## src/rtl/adcseq_pkg.sv

```systemverilog
package adcseq_pkg;

    localparam int RES_W  = 12;
    localparam int WORD_W = 32;
    localparam int CTL_W  = 4;

    // control field of one slot, bit 0 first from the right
    typedef struct packed {
        logic sensor;
        logic irq_en;
        logic last;
        logic diff;
    } slot_ctl_t;

    typedef enum logic [1:0] {
        SEQ_IDLE  = 2'd0,
        SEQ_START = 2'd1,
        SEQ_WAIT  = 2'd2
    } seq_state_e;

    function automatic int ptr_w(input int depth);
        return (depth > 1) ? $clog2(depth) : 1;
    endfunction

    function automatic logic [WORD_W-1:0] pack_word(input logic [RES_W-1:0] r);
        return {{(WORD_W-RES_W){1'b0}}, r};
    endfunction

endpackage

```

## src/rtl/adcseq_fsm.sv

```systemverilog
module adcseq_fsm
    import adcseq_pkg::*;
#(
    parameter int               NUM_SLOTS  = 8,
    parameter int               SEL_W      = 4,
    parameter logic [SEL_W-1:0] SENSOR_SEL = '1
) (
    input  logic                       clk,
    input  logic                       rst,
    input  logic                       enable,
    input  logic                       initiate,
    input  logic [NUM_SLOTS*SEL_W-1:0] cfg_sel,
    input  logic [NUM_SLOTS*CTL_W-1:0] cfg_ctl,
    input  logic                       conv_done,
    output logic                       conv_start,
    output logic [SEL_W-1:0]           conv_sel,
    output logic                       conv_diff,
    output logic                       push,
    output logic                       irq,
    output logic                       busy
);

    localparam int             IW       = ptr_w(NUM_SLOTS);
    localparam logic [IW-1:0]  LAST_IDX = IW'(NUM_SLOTS - 1);

    seq_state_e       state_q, state_d;
    logic [IW-1:0]    slot_q, slot_d;
    slot_ctl_t        cur_ctl;
    logic [SEL_W-1:0] cur_sel;
    logic             accept;
    logic             irq_q;

    always_comb begin
        cur_ctl = slot_ctl_t'(cfg_ctl[slot_q*CTL_W +: CTL_W]);
        cur_sel = cfg_sel[slot_q*SEL_W +: SEL_W];
    end

    always_comb begin
        state_d = state_q;
        slot_d  = slot_q;
        accept  = 1'b0;
        case (state_q)
            SEQ_IDLE: begin
                if (enable && initiate) begin
                    state_d = SEQ_START;
                    slot_d  = '0;
                end
            end
            SEQ_START: begin
                state_d = enable ? SEQ_WAIT : SEQ_IDLE;
            end
            SEQ_WAIT: begin
                if (conv_done) begin
                    accept = 1'b1;
                    if (cur_ctl.last || (slot_q == LAST_IDX) || !enable) begin
                        state_d = SEQ_IDLE;
                    end else begin
                        state_d = SEQ_START;
                        slot_d  = slot_q + IW'(1);
                    end
                end else if (!enable) begin
                    state_d = SEQ_IDLE;
                end
            end
            default: state_d = SEQ_IDLE;
        endcase
    end

    always_ff @(posedge clk) begin
        if (rst) begin
            state_q <= SEQ_IDLE;
            slot_q  <= '0;
            irq_q   <= 1'b0;
        end else begin
            state_q <= state_d;
            slot_q  <= slot_d;
            irq_q   <= accept && cur_ctl.irq_en;
        end
    end

    assign conv_start = (state_q == SEQ_START);
    assign conv_sel   = cur_ctl.sensor ? SENSOR_SEL : cur_sel;
    assign conv_diff  = cur_ctl.diff;
    assign push       = accept;
    assign irq        = irq_q;
    assign busy       = (state_q != SEQ_IDLE);

    // the start strobe lasts one cycle per slot
    a_r2_start_pulse: assert property (@(posedge clk) disable iff (rst)
        conv_start |=> !conv_start);

    // the block stays idle unless enable and initiate arrive together
    a_r1_idle_hold: assert property (@(posedge clk) disable iff (rst)
        (!busy && !(enable && initiate)) |=> !busy);

    // an interrupt pulse always follows a done handshake
    a_r5_irq_after_done: assert property (@(posedge clk) disable iff (rst)
        irq |-> $past(conv_done));

    // while waiting on the converter no new start is issued
    a_r11_wait_hold: assert property (@(posedge clk) disable iff (rst)
        (busy && !conv_start && !conv_done && enable) |=> (busy && !conv_start));

endmodule

```

## src/rtl/adcseq_fifo.sv

```systemverilog
module adcseq_fifo
    import adcseq_pkg::*;
#(
    parameter int DEPTH = 8,
    localparam int PW   = ptr_w(DEPTH)
) (
    input  logic              clk,
    input  logic              rst,
    input  logic              push,
    input  logic [RES_W-1:0]  wdata,
    input  logic              pop_req,
    input  logic              clr_ovf,
    input  logic              clr_unf,
    output logic [WORD_W-1:0] rdata,
    output logic [PW-1:0]     head,
    output logic [PW-1:0]     tail,
    output logic              full,
    output logic              empty,
    output logic              ovf,
    output logic              unf
);

    localparam int CW = $clog2(DEPTH + 1);

    logic [RES_W-1:0] mem [DEPTH];
    logic [PW-1:0]    head_q, tail_q, head_nx, tail_nx;
    logic [CW-1:0]    cnt_q;
    logic             ovf_q, unf_q;
    logic             do_wr, do_rd;

    assign full  = (cnt_q == CW'(DEPTH));
    assign empty = (cnt_q == '0);
    assign do_wr = push && !full;
    assign do_rd = pop_req && !empty;

    generate
        if (DEPTH == 1) begin : g_single
            assign head_nx = '0;
            assign tail_nx = '0;
        end else begin : g_ring
            assign head_nx = (head_q == PW'(DEPTH - 1)) ? '0 : head_q + PW'(1);
            assign tail_nx = (tail_q == PW'(DEPTH - 1)) ? '0 : tail_q + PW'(1);
        end
    endgenerate

    always_ff @(posedge clk) begin
        if (do_wr) begin
            mem[tail_q] <= wdata;
        end
    end

    always_ff @(posedge clk) begin
        if (rst) begin
            head_q <= '0;
            tail_q <= '0;
            cnt_q  <= '0;
            ovf_q  <= 1'b0;
            unf_q  <= 1'b0;
        end else begin
            if (do_wr) tail_q <= tail_nx;
            if (do_rd) head_q <= head_nx;
            case ({do_wr, do_rd})
                2'b10:   cnt_q <= cnt_q + CW'(1);
                2'b01:   cnt_q <= cnt_q - CW'(1);
                default: cnt_q <= cnt_q;
            endcase
            ovf_q <= (ovf_q && !clr_ovf) || (push && full);
            unf_q <= (unf_q && !clr_unf) || (pop_req && empty);
        end
    end

    assign rdata = empty ? '0 : pack_word(mem[head_q]);
    assign head  = head_q;
    assign tail  = tail_q;
    assign ovf   = ovf_q;
    assign unf   = unf_q;

    // a write into a full FIFO leaves the write pointer and fill state alone
    a_r8_full_drop: assert property (@(posedge clk) disable iff (rst)
        (push && full && !pop_req) |=> ($stable(tail) && full));

    // the overflow flag holds until cleared
    a_r8_ovf_sticky: assert property (@(posedge clk) disable iff (rst)
        (ovf && !clr_ovf) |=> ovf);

    // a read from an empty FIFO raises underflow and keeps the read pointer
    a_r9_unf_set: assert property (@(posedge clk) disable iff (rst)
        (pop_req && empty) |=> (unf && $stable(head)));

    // full and empty are mutually exclusive
    a_r12_flags_excl: assert property (@(posedge clk) disable iff (rst)
        !(full && empty));

endmodule

```

## src/rtl/adc_seq_ctrl.sv

```systemverilog
module adc_seq_ctrl
    import adcseq_pkg::*;
#(
    parameter int               NUM_SLOTS  = 8,
    parameter int               SEL_W      = 4,
    parameter logic [SEL_W-1:0] SENSOR_SEL = '1,
    localparam int              PW         = ptr_w(NUM_SLOTS)
) (
    input  logic                       clk,
    input  logic                       rst,
    input  logic                       enable,
    input  logic                       initiate,
    input  logic [NUM_SLOTS*SEL_W-1:0] cfg_sel,
    input  logic [NUM_SLOTS*CTL_W-1:0] cfg_ctl,
    output logic                       conv_start,
    output logic [SEL_W-1:0]           conv_sel,
    output logic                       conv_diff,
    input  logic                       conv_done,
    input  logic [RES_W-1:0]           conv_result,
    input  logic                       rd_en,
    output logic [WORD_W-1:0]          rd_data,
    input  logic                       clr_ovf,
    input  logic                       clr_unf,
    output logic                       irq,
    output logic                       busy,
    output logic [PW-1:0]              fifo_head,
    output logic [PW-1:0]              fifo_tail,
    output logic                       fifo_full,
    output logic                       fifo_empty,
    output logic                       fifo_ovf,
    output logic                       fifo_unf
);

    logic push;

    adcseq_fsm #(
        .NUM_SLOTS  (NUM_SLOTS),
        .SEL_W      (SEL_W),
        .SENSOR_SEL (SENSOR_SEL)
    ) i_fsm (
        .clk        (clk),
        .rst        (rst),
        .enable     (enable),
        .initiate   (initiate),
        .cfg_sel    (cfg_sel),
        .cfg_ctl    (cfg_ctl),
        .conv_done  (conv_done),
        .conv_start (conv_start),
        .conv_sel   (conv_sel),
        .conv_diff  (conv_diff),
        .push       (push),
        .irq        (irq),
        .busy       (busy)
    );

    adcseq_fifo #(
        .DEPTH (NUM_SLOTS)
    ) i_fifo (
        .clk     (clk),
        .rst     (rst),
        .push    (push),
        .wdata   (conv_result),
        .pop_req (rd_en),
        .clr_ovf (clr_ovf),
        .clr_unf (clr_unf),
        .rdata   (rd_data),
        .head    (fifo_head),
        .tail    (fifo_tail),
        .full    (fifo_full),
        .empty   (fifo_empty),
        .ovf     (fifo_ovf),
        .unf     (fifo_unf)
    );

endmodule

```

## config.mk

```make
export PLATFORM = sky130hd
export DESIGN_NAME = adc_seq_ctrl
export DESIGN_NICKNAME = d
export VERILOG_FILES = /design/src/rtl/adcseq_pkg.sv /design/src/rtl/adcseq_fsm.sv /design/src/rtl/adcseq_fifo.sv /design/src/rtl/adc_seq_ctrl.sv
export SDC_FILE = /design/constraint.sdc
export NUM_CORES = 1
export LEC_CHECK = 0
export BUFFER_PORTS_ARGS = -buffer_cell sky130_fd_sc_hd__buf_2
export CAP_MARGIN = 20
export CELL_PAD_IN_SITES_DETAIL_PLACEMENT = 0
export CELL_PAD_IN_SITES_GLOBAL_PLACEMENT = 1
export CORE_ASPECT_RATIO = 1.2
export CORE_UTILIZATION = 35
export CTS_BUF_LIST = sky130_fd_sc_hd__clkbuf_16
export DETAILED_ROUTE_END_ITERATION = 8
export HOLD_SLACK_MARGIN = 0.03
export PLACE_DENSITY_LB_ADDON = 0.1
export REMOVE_ABC_BUFFERS = 1
export SYNTH_ARGS = -nofsm -noshare
export SYNTH_HDL_FRONTEND = slang
export SYNTH_HIERARCHICAL = 1
export SYNTH_SLANG_ARGS = --single-unit
export TNS_END_PERCENT = 20
```

## constraint.sdc

```tcl
create_clock -name clk -period 4.56 [get_ports clk]
set_clock_uncertainty 0.2 [all_clocks]
set_input_delay 0.228 -clock clk [delete_from_list [all_inputs] [get_ports clk]]
set_output_delay 0.228 -clock clk [all_outputs]
set_load 0.03 [all_outputs]
```

-- After elaboration in Yosys (flattened, before gate mapping)
Memory sizes are Yosys's and may differ from the RTL's. A register that Yosys moved wholly into a read port is not among the register bits.
Cells that the tools add are included.
Widths: inputs -> output; s select.
- memories: 1
- input port bits: 84
- bits in writable memories: 96
- logic and storage cells: 73
- bits in registers: 18
- output and inout bits: 50
- muxes and demuxes: 21
- shift-type cells: 2
- equality and inequality tests: 12
- add/sub/neg operators: 5
- reduce and logical (&&, ||, !) cells: 24
- memory list (memory ; words ; bits a word ; read ports ; clocked after Yosys merged registers in ; write ports ; line ; source):
    i_fifo.mem ; 8 ; 12 ; 1 ; 1 ; 1 ; adcseq_fifo.sv:25 ; logic [RES_W-1:0] mem [DEPTH];
- operators by type and width (kind ; number):
    $shiftx 32x6->4 ; 2
    $mux 3 ; 7
    $mux 12 ; 1
    $add 3x1->3 const B ; 3
    $eq 3x3->1 const B ; 3
    $logic_and 1x1->1 ; 8
    $mux 2 ; 4
    $pmux 4 s2 ; 1
    $pmux 2 s3 ; 1
    $pmux 3 s2 ; 1
    $reduce_bool 2->1 ; 3
    $logic_not 1->1 ; 5
    $mux 1 ; 5
    $add 4x1->4 const B ; 1
    $eq 2x1->1 const B ; 2
    $eq 2x2->1 const B ; 2
    $eq 4x4->1 const B ; 1
    $logic_not 4->1 ; 1
    $logic_or 1x1->1 ; 4
    $mux 4 ; 1
    $ne 2x2->1 const B ; 2
    $reduce_and 4->1 ; 1
    $sub 4x1->4 const B ; 1
    $ne 3x3->1 const B ; 1
    3 further kinds ; 3

-- Logic depth before layout (Yosys ltp)
Gate-level depths: netlist of run 1.
- depth in word-level cells: 6
- depth in mapped cells: 11

-- Cells and area by module
The synthesis of run 1 kept the hierarchy.
- modules (own cells, without submodules) (module ; area each (um2) ; times used ; cells each):
    adcseq_fifo ; 4541.9 ; 1 ; 255
    adcseq_fsm ; 818.3 ; 1 ; 72

-- Worst setup path before layout of run 1
No wires, ideal clock.
- path type: reg2reg
- start: register i_fifo.cnt_q[1]
- end: register i_fifo.cnt_q[2]
- data arrival time: 2.630 ns
- setup slack: 1.660 ns
- clock period less this slack: 2.900 ns
- stages on the path, launching flop included: 11
- setup time: 0.070 ns
- path buffers: 1
- cell sequence: dfxtp_1 -> nor4b_2 -> nand2b_1 -> buf_4 -> ha_1 -> xor2_1 -> ha_1 -> a21oi_1 -> xor2_1 -> or3_1 -> a21oi_1
- word-level cells in the longest chain between the ends: 5
- elaborated cells on any way between the ends: 12
- RTL lines (element ; line ; source):
    start: declaration ; adcseq_fifo.sv:27 ; logic [CW-1:0] cnt_q;
    start signal: assignment ; adcseq_fifo.sv:63 ; 2'b10: cnt_q <= cnt_q + CW'(1);
    start signal: assignment ; adcseq_fifo.sv:64 ; 2'b01: cnt_q <= cnt_q - CW'(1);
    start signal: assignment ; adcseq_fifo.sv:65 ; default: cnt_q <= cnt_q;
    $eq 4x4->1 (*) ; adcseq_fifo.sv:31 ; assign full = (cnt_q == CW'(DEPTH));
    via fifo_full ; adc_seq_ctrl.sv:28 ; output logic fifo_full,
    $logic_not 1->1 (*) ; adcseq_fifo.sv:33 ; assign do_wr = push && !full;
    $logic_and 1x1->1 (*) ; adcseq_fifo.sv:33 ;
    $eq 2x1->1 or $eq 2x2->1 (tied branches) ; adcseq_fifo.sv:62 ; case ({do_wr, do_rd})
    $pmux 4 s2 or $reduce_bool 2->1 (tied branches) ; - ;
Mark *: on every way through the listed nets, which the timed path passes. The rest lies on a longest branch.
A chain may end at the register's enable or synchronous reset.

==> flow_metrics.py, run 1 <==
metrics = {
    "power_and_ir_drop": {
        "p_leak_nw": 2.57,
        "ir_drop_uv": 212,
        "totalPowerFinal_mw": 2.68,
        "cellPowerDensity_nw_per_um2": 385,
    },
    "global_routing": {
        "antenna_found_initial": 0,
        "grt_first_pass_wirelength_mm": 17.9,
        "track_usage_pct": 15.7,
        "first_global_vias": 3474,
        "gr-total-overflow": 0,
        "grt_max_degree": 21,
    },
    "placement": {
        "pre_cts_ws_ns": 1.67,
        "gp_congestion": 0.705,
        "hpwl_mm": 7.42,
        "dpl-instance-area_um2": 6130,
        "io_buffer_count": 113,
    },
    "worst_setup_path": {
        "ff2ff_setup_slack_ns": 1.72,
        "crit_chain": "buf_4, mux4_2, mux2i_1, nor2_1, buf_2",
        "rr_endpoint": "i_fifo/cnt_q[2]$_SDFFE_PP0P_",
        "critPathMaxStageDelay_ns": 0.87,
        "critPathLaunchType": "flip-flop",
        "rr_worst_depth": 9,
        "cpMaxStageDelayCell": "dfxtp_1",
        "critPathBufInv": 2,
        "endpoint_kind": "output port",
        "critPathRequiredTime_ns": 4.13,
        "crit_family": "flip-flops",
        "cp.arrival_ns": 2.58,
        "crit_fanout": 12,
        "worstReg2RegStart": "i_fifo/cnt_q[1]$_SDFFE_PP0P_",
        "path_class": "reg -> out",
    },
    "finish": {
        "fin_nets": 569,
        "drive_gt1_share_pct": 41.1,
        "num_antenna_cells": 0,
        "final_cell_area_um2": 6950,
        "area.growth.synth_to_final_pct": 29.7,
        "fillerInstances": 1406,
    },
    "routing": {
        "final_antenna_net_count": 0,
        "viasPerCell": 4.68,
        "drt_first_pass_iters": 5,
        "routed_wl_mm": 11.3,
        "vias": 3242,
        "initialDrtViolationCount": 130,
        "wire_per_inst_um": 16.4,
        "drcViolationCount": 0,
    },
    "synthesis": {
        "synth-compound-area-share_pct": 1.26,
        "synth_area_per_cell_um2": 16.4,
        "synth_ff_type": "edfxtp_1",
        "synthXorXnorAreaFrac_pct": 0.490,
        "ys_seq_area_share_pct": 61.6,
        "synthAdderAreaFrac_pct": 2.10,
        "ys_ff_latch": 117,
        "yosysWarningCount": 6,
        "synth_edf_count": 96,
        "netlist_area_um2": 5360,
        "synthCells": 327,
        "synthArstFlopShare_pct": 0,
        "synth_cell_types": 38,
        "synth-simple-area-share_pct": 7.70,
        "synthMuxAreaShare_pct": 22.3,
        "synth_top_family_by_area": "multiplexers",
    },
    "floorplan": {
        "fp.dieH_um": 138,
        "pin_count": 134,
        "die_w_um": 115,
        "dieArea_um2": 15800,
        "start_util_pct": 35.8,
        "row_count": 49,
        "core_area_um2": 15000,
    },
    "clocking": {
        "cts_max_level": 4,
        "worstSkewPairLatency_ns": 0.41,
        "numCtsBuffers": 17,
        "cts_tree": "yes",
        "post_cts_resized": 0,
        "clk_pin_slew_ns": 0.05,
        "cts_root_buf": "clkbuf_16",
        "clock_sinks": 117,
        "clk_path_buf_depth": 2,
    },
    "timing": {
        "setup_viol": 0,
        "worstMarginPinSlew_ns": 0.987,
        "hold_viol_final": 0,
        "fin_crit_sh_pct": 65.9,
        "finalWorstSetupSlack_ns": 1.56,
        "fin_hold_ws_ns": 0.0885,
        "max_freq_ghz": 0.333,
        "timing.setup.tns_ns": 0,
        "rsz0062_at_grt": "false",
        "final_max_slew_viol_count": 0,
        "relSlewSlack_pct": 34.1,
        "layout_min_cycle_time_ns": 3.00,
    },
    "hold_path": {
        "hp-class": "in -> reg",
        "hold_start": "cfg_ctl[14]",
        "min_to": "i_fsm/irq$_SDFF_PP0_",
        "hold-path-cell-count": 4,
    },
    "status": {
        "status": "finished, final reports clean",
    },
    "run": {
        "maxCapViolations": 0,
    },
}
cell families after synthesis:
group	Yosys count
multiplexers	70
flip-flops	117
other	1
adder cells (fa/ha/maj)	9
AO/OA/AOI/OAI	12
AND/OR/NAND/NOR	78
XOR/XNOR	3
buffers and inverters	37
worst max-delay path by stage:
stage / startpoint / end / slack [ns] / cells after the start
6_report: flip-flop / rd_data[3] / 1.56 / 5
5_1_grt: flip-flop / rd_data[6] / 1.31 / 5
4_1_cts: flip-flop / rd_data[3] / 1.47 / 5
3_5_place_dp: i_fifo/cnt_q[1]$_SDFFE_PP0P_ / i_fifo/cnt_q[2]$_SDFFE_PP0P_ / 1.67 / 11
3_3_place_gp: i_fifo/cnt_q[1]$_SDFFE_PP0P_ / i_fifo/cnt_q[2]$_SDFFE_PP0P_ / 1.74 / 11
2_1_floorplan: i_fifo/cnt_q[1]$_SDFFE_PP0P_ / i_fifo/cnt_q[2]$_SDFFE_PP0P_ / 1.15 / 10
worst register-to-register path: cells and delay by family, from the launching register on:
kind,cells,cell delay [ns]
xor gates and xnor gates,2,0.33
and+or+nand+nor,3,1.17
DFF,1,0.39
adders and majority gates,2,0.49
AOI/OAI and AO/OA,2,0.19
sequential cells by signal, summed over array words and instances, names as in the netlist, named ones only:
signal,count
i_fsm/slot_q,3
i_fifo/unf,1
i_fsm/irq,1
i_fsm/state_q,2
i_fifo/head,3
i_fifo/mem,96
i_fifo/tail,3
i_fifo/cnt_q,4
i_fifo/ovf,1
layout by cell type (no fill, tap or decap), types with 2 or more instances in the layout:
cell type,instances
buf_2,113
edfxtp_1,96
mux4_2,39
nor2_1,27
mux2i_1,25
dlygate4sd3_1,21
dfxtp_1,21
conb_1,20
clkbuf_16,17
nand2_1,15
buf_4,12
a21oi_1,9
ha_1,9
nand2b_1,6
nor2b_1,6
mux2_1,5
clkinvlp_4,4
bufinv_16,4
nor3_1,4
or3_1,4
clkinv_1,3
xor2_1,3
inv_1,2
nor4b_2,2
nand3b_1,2
nor2_2,2
nor4bb_1,2
nor3b_1,2
cell type report:
cell class | instances | area [um^2] | area share [%]
multi-input combinational | 192 | 1910 | 27.4
clock buffer | 17 | 425 | 6.12
timing repair buffer | 146 | 866 | 12.5
inverter | 2 | 7.51 | 0.108
clock inverter | 15 | 188 | 2.70
tap | 204 | 255 | 3.67
sequential | 117 | 3300 | 47.5
layer usage:
layer	routed length, um	global-route usage (%)
met3	552	4.75
met4	150	5.99
met5	0	0
met2	5940	27.1
met1	4690	18.4
power breakdown:
part	switching [mW]	internal [mW]	leakage (nW)
logic	0.0831	0.0709	1.25
clock network	0.455	0.906	0.289
registers	0.00486	1.16	1.03
total	0.543	2.13	2.57
repair_timing:
action / in CTS / in global routing
buffers inserted: 0 / 0
hold buffers: 21 / 0
endpoints found under the hold margin: 106 / 0
synthesized netlist by cell type (2+ instances only):
| master | n | area share, % |
|---|---|---|
| edfxtp_1 | 96 | 54 |
| mux4_2 | 39 | 16 |
| nor2_1 | 28 | 2.0 |
| mux2i_1 | 25 | 4.7 |
| buf_4 | 23 | 3.2 |
| dfxtp_1 | 21 | 7.8 |
| nand2_1 | 15 | 1.1 |
| a21oi_1 | 9 | 0.84 |
| ha_1 | 9 | 2.1 |
| nand2b_1 | 6 | 0.70 |
| nor2b_1 | 6 | 0.70 |
| mux2_1 | 5 | 1.1 |
| clkbuf_1 | 4 | 0.28 |
| nor3_1 | 4 | 0.37 |
| or3_1 | 4 | 0.47 |
| buf_1 | 3 | 0.21 |
| buf_2 | 3 | 0.28 |
| xor2_1 | 3 | 0.49 |
| nand3b_1 | 2 | 0.28 |
| nor3b_1 | 2 | 0.28 |
| nor4b_2 | 2 | 0.56 |
| nor4bb_1 | 2 | 0.37 |
per-stage QoR:
step / utilization, % / instances
final: 46.5 / 693
after global routing: 46.5 / 693
after CTS: 46.5 / 693
after detailed placement: 41.0 / 640
after global placement: 41.0 / 640
after floorplan: - / 311
(Power assumes the default switching activity.)
==> run 2, diff against run 1 <==
==> constraint.sdc (replaced) <==
create_clock -name clk -period 2.9 [get_ports clk]
set_clock_uncertainty 0.2 [all_clocks]
set_input_delay 0.145 -clock clk [delete_from_list [all_inputs] [get_ports clk]]
set_output_delay 0.145 -clock clk [all_outputs]
set_load 0.03 [all_outputs]
==> run 2 against run 1 <==
Effect of this change:
- largest cell class unchanged
- die area stayed put
- critical endpoint is now i_fsm/state_q[0]$_SDFFE_PP0P_
- sequential cell count is the same
- combinational power up 58%
- sequential share of layout area shrank 0.50 points
- non-clock buffer count is 7 higher
- critical path depth unchanged
- global-route usage rose by 0.051 points
- first-iteration DRC count up 41%
- via count grew 1.6%
- clock power up 62%
- largest power group unchanged
- highest routed layer unchanged
==> flow_metrics.py, run 2 (synthesis gave the netlist of run 1 again) <==
metrics = {
    "status": {
        "status": "finished, final reports clean",
    },
    "hold_path": {
        "hp-class": "in -> reg",
        "hold-path-cell-count": 5,
        "hold_start": "cfg_ctl[21]",
        "min_to": "i_fsm/slot_q[2]$_SDFFE_PP0P_",
    },
    "floorplan": {
        "fp.dieH_um": 138,
        "dieArea_um2": 15800,
        "pin_count": 134,
        "row_count": 49,
        "start_util_pct": 35.8,
        "core_area_um2": 15000,
        "die_w_um": 115,
    },
    "worst_setup_path": {
        "ff2ff_setup_slack_ns": 0.24,
        "crit_chain": "mux2_1, mux4_2, a2bb2oi_1, nor4b_2, dlygate4sd3_1",
        "endpoint_kind": "flip-flop",
        "crit_fanout": 11,
        "cp.arrival_ns": 2.81,
        "cpMaxStageDelayCell": "dfxtp_1",
        "worstReg2RegStart": "i_fsm/slot_q[1]$_SDFFE_PP0P_",
        "critPathRequiredTime_ns": 3.05,
        "rr_worst_depth": 5,
        "path_class": "reg -> reg",
        "rr_endpoint": "i_fsm/state_q[0]$_SDFFE_PP0P_",
        "critPathMaxStageDelay_ns": 0.60,
        "critPathLaunchType": "flip-flop",
    },
    "routing": {
        "wire_per_inst_um": 16.4,
        "initialDrtViolationCount": 183,
        "vias": 3294,
        "routed_wl_mm": 11.5,
        "drt_first_pass_iters": 6,
        "drcViolationCount": 0,
        "viasPerCell": 4.71,
        "final_antenna_net_count": 0,
    },
    "finish": {
        "num_antenna_cells": 0,
        "drive_gt1_share_pct": 41.7,
        "layout_common_cells": "113 x buf_2, 96 x edfxtp_1, 39 x mux4_2",
        "fin_nets": 576,
        "fillerInstances": 1405,
        "ff_latch_area_um2": 3300,
        "layout_commonest_cell": "buf_2",
        "top_register": "i_fifo/mem",
        "fin_cells": 700,
        "reg.largest.list": "i_fifo/mem x96, i_fifo/cnt_q x4",
        "area.growth.synth_to_final_pct": 31.1,
        "multi_input_area_um2": 1910,
        "final_cell_area_um2": 7030,
        "largest_reg_flops": 96,
    },
    "timing": {
        "final_max_slew_viol_count": 0,
        "setup_viol": 0,
        "relSlewSlack_pct": 62.1,
        "layout_min_cycle_time_ns": 2.66,
        "hold_viol_final": 0,
        "rsz0062_at_grt": "false",
        "max_freq_ghz": 0.376,
        "fin_crit_sh_pct": 91.6,
        "fin_hold_ws_ns": 0.206,
        "worstMarginPinSlew_ns": 0.567,
    },
    "clocking": {
        "post_cts_resized": 0,
        "cts_max_level": 4,
        "worstSkewPairLatency_ns": 0.41,
        "clk_pin_slew_ns": 0.06,
        "cts_tree": "yes",
        "clock_sinks": 117,
        "clk_path_buf_depth": 2,
        "numCtsBuffers": 17,
        "cts_root_buf": "clkbuf_16",
    },
    "global_routing": {
        "track_usage_pct": 15.8,
        "grt_first_pass_wirelength_mm": 18.1,
        "gr-total-overflow": 0,
        "antenna_found_initial": 0,
        "first_global_vias": 3380,
        "grt_max_degree": 25,
    },
    "placement": {
        "gp_congestion": 0.712,
        "dpl-instance-area_um2": 6160,
        "io_buffer_count": 113,
        "hpwl_mm": 7.54,
        "dpl.cell_count": 644,
    },
    "power_and_ir_drop": {
        "p_leak_nw": 2.63,
        "cellPowerDensity_nw_per_um2": 608,
        "ir_drop_uv": 290,
        "totalPowerFinal_mw": 4.27,
    },
    "run": {
        "maxCapViolations": 0,
    },
}
==> run 2: cell types whose count changed in the layout (fill, tap and decap cells not counted), moves of 2 or more <==
cell / delta
inv_6: +2
buf_4: +4
clkinv_1: -3
dlygate4sd3_1: +3
clkinv_4: +2
==> run 2: worst max path at each step <==
| stage | slack, ns | to | from | depth (start not counted) |
|---|---|---|---|---|
| global placement | 0.36 | i_fifo/cnt_q[2]$_SDFFE_PP0P_ | i_fifo/cnt_q[1]$_SDFFE_PP0P_ | 10 |
| floorplan | -0.51 | i_fifo/cnt_q[2]$_SDFFE_PP0P_ | i_fifo/cnt_q[1]$_SDFFE_PP0P_ | 10 |
| finish | 0.24 | i_fsm/state_q[0]$_SDFFE_PP0P_ | i_fsm/slot_q[1]$_SDFFE_PP0P_ | 5 |
| detailed placement | 0.28 | i_fifo/cnt_q[2]$_SDFFE_PP0P_ | i_fifo/cnt_q[1]$_SDFFE_PP0P_ | 10 |
| CTS | 0.21 | i_fsm/state_q[0]$_SDFFE_PP0P_ | i_fsm/slot_q[0]$_SDFFE_PP0P_ | 5 |
| global route | 0.04 | i_fifo/cnt_q[2]$_SDFFE_PP0P_ | i_fifo/cnt_q[1]$_SDFFE_PP0P_ | 10 |
==> run 2: power breakdown <==
part | internal, mW | switching, mW
combinational | 0.112 | 0.132
clock | 1.44 | 0.760
sequential | 1.82 | 0.00512
total | 3.37 | 0.897
==> run 2: final cells by class <==
cell class                 instances  area share [%]
tap                              204            3.63
timing repair buffer             153            13.2
clock buffer                      17            6.05
clock inverter                    15            2.90
sequential                       117            47.0
multi-input combinational        192            27.1
inverter                           2           0.107
==> run 2: per-layer routing <==
layer,track usage [%],share of wire [%],up-vias,wire length [um]
met5,0,0,-,0
met1,18.0,41,1639,4700
met4,5.41,1.1,0,127
li1,-,-,1554,-
met2,28.2,53,92,6060
met3,4.44,5.1,9,587
==> run 2: worst max-delay path: cells and delay by family (launching register included) <==
kind                   cells  cell delay, ns
flip-flops                 1            0.60
AND/OR/NAND/NOR            1            0.20
multiplexers               2            0.86
buffers and inverters      1            0.57
AO/OA/AOI/OAI              1            0.16
==> run 2: metrics by stage <==
stage	setup WS, ns	TNS (ns)	util, %
6_report	0.244	0	47.0
5_1_grt	0.0350	0	47.0
4_1_cts	0.215	0	47.0
3_5_place_dp	0.280	0	41.2
3_3_place_gp	0.355	0	41.2
2_1_floorplan	-0.513	-1.14	-
==> run 2: timing repair <==
item                      in CTS  in global routing
hold endpoints to repair     116                  0
setup buffers                  0                  0
hold buffers                  24                  0
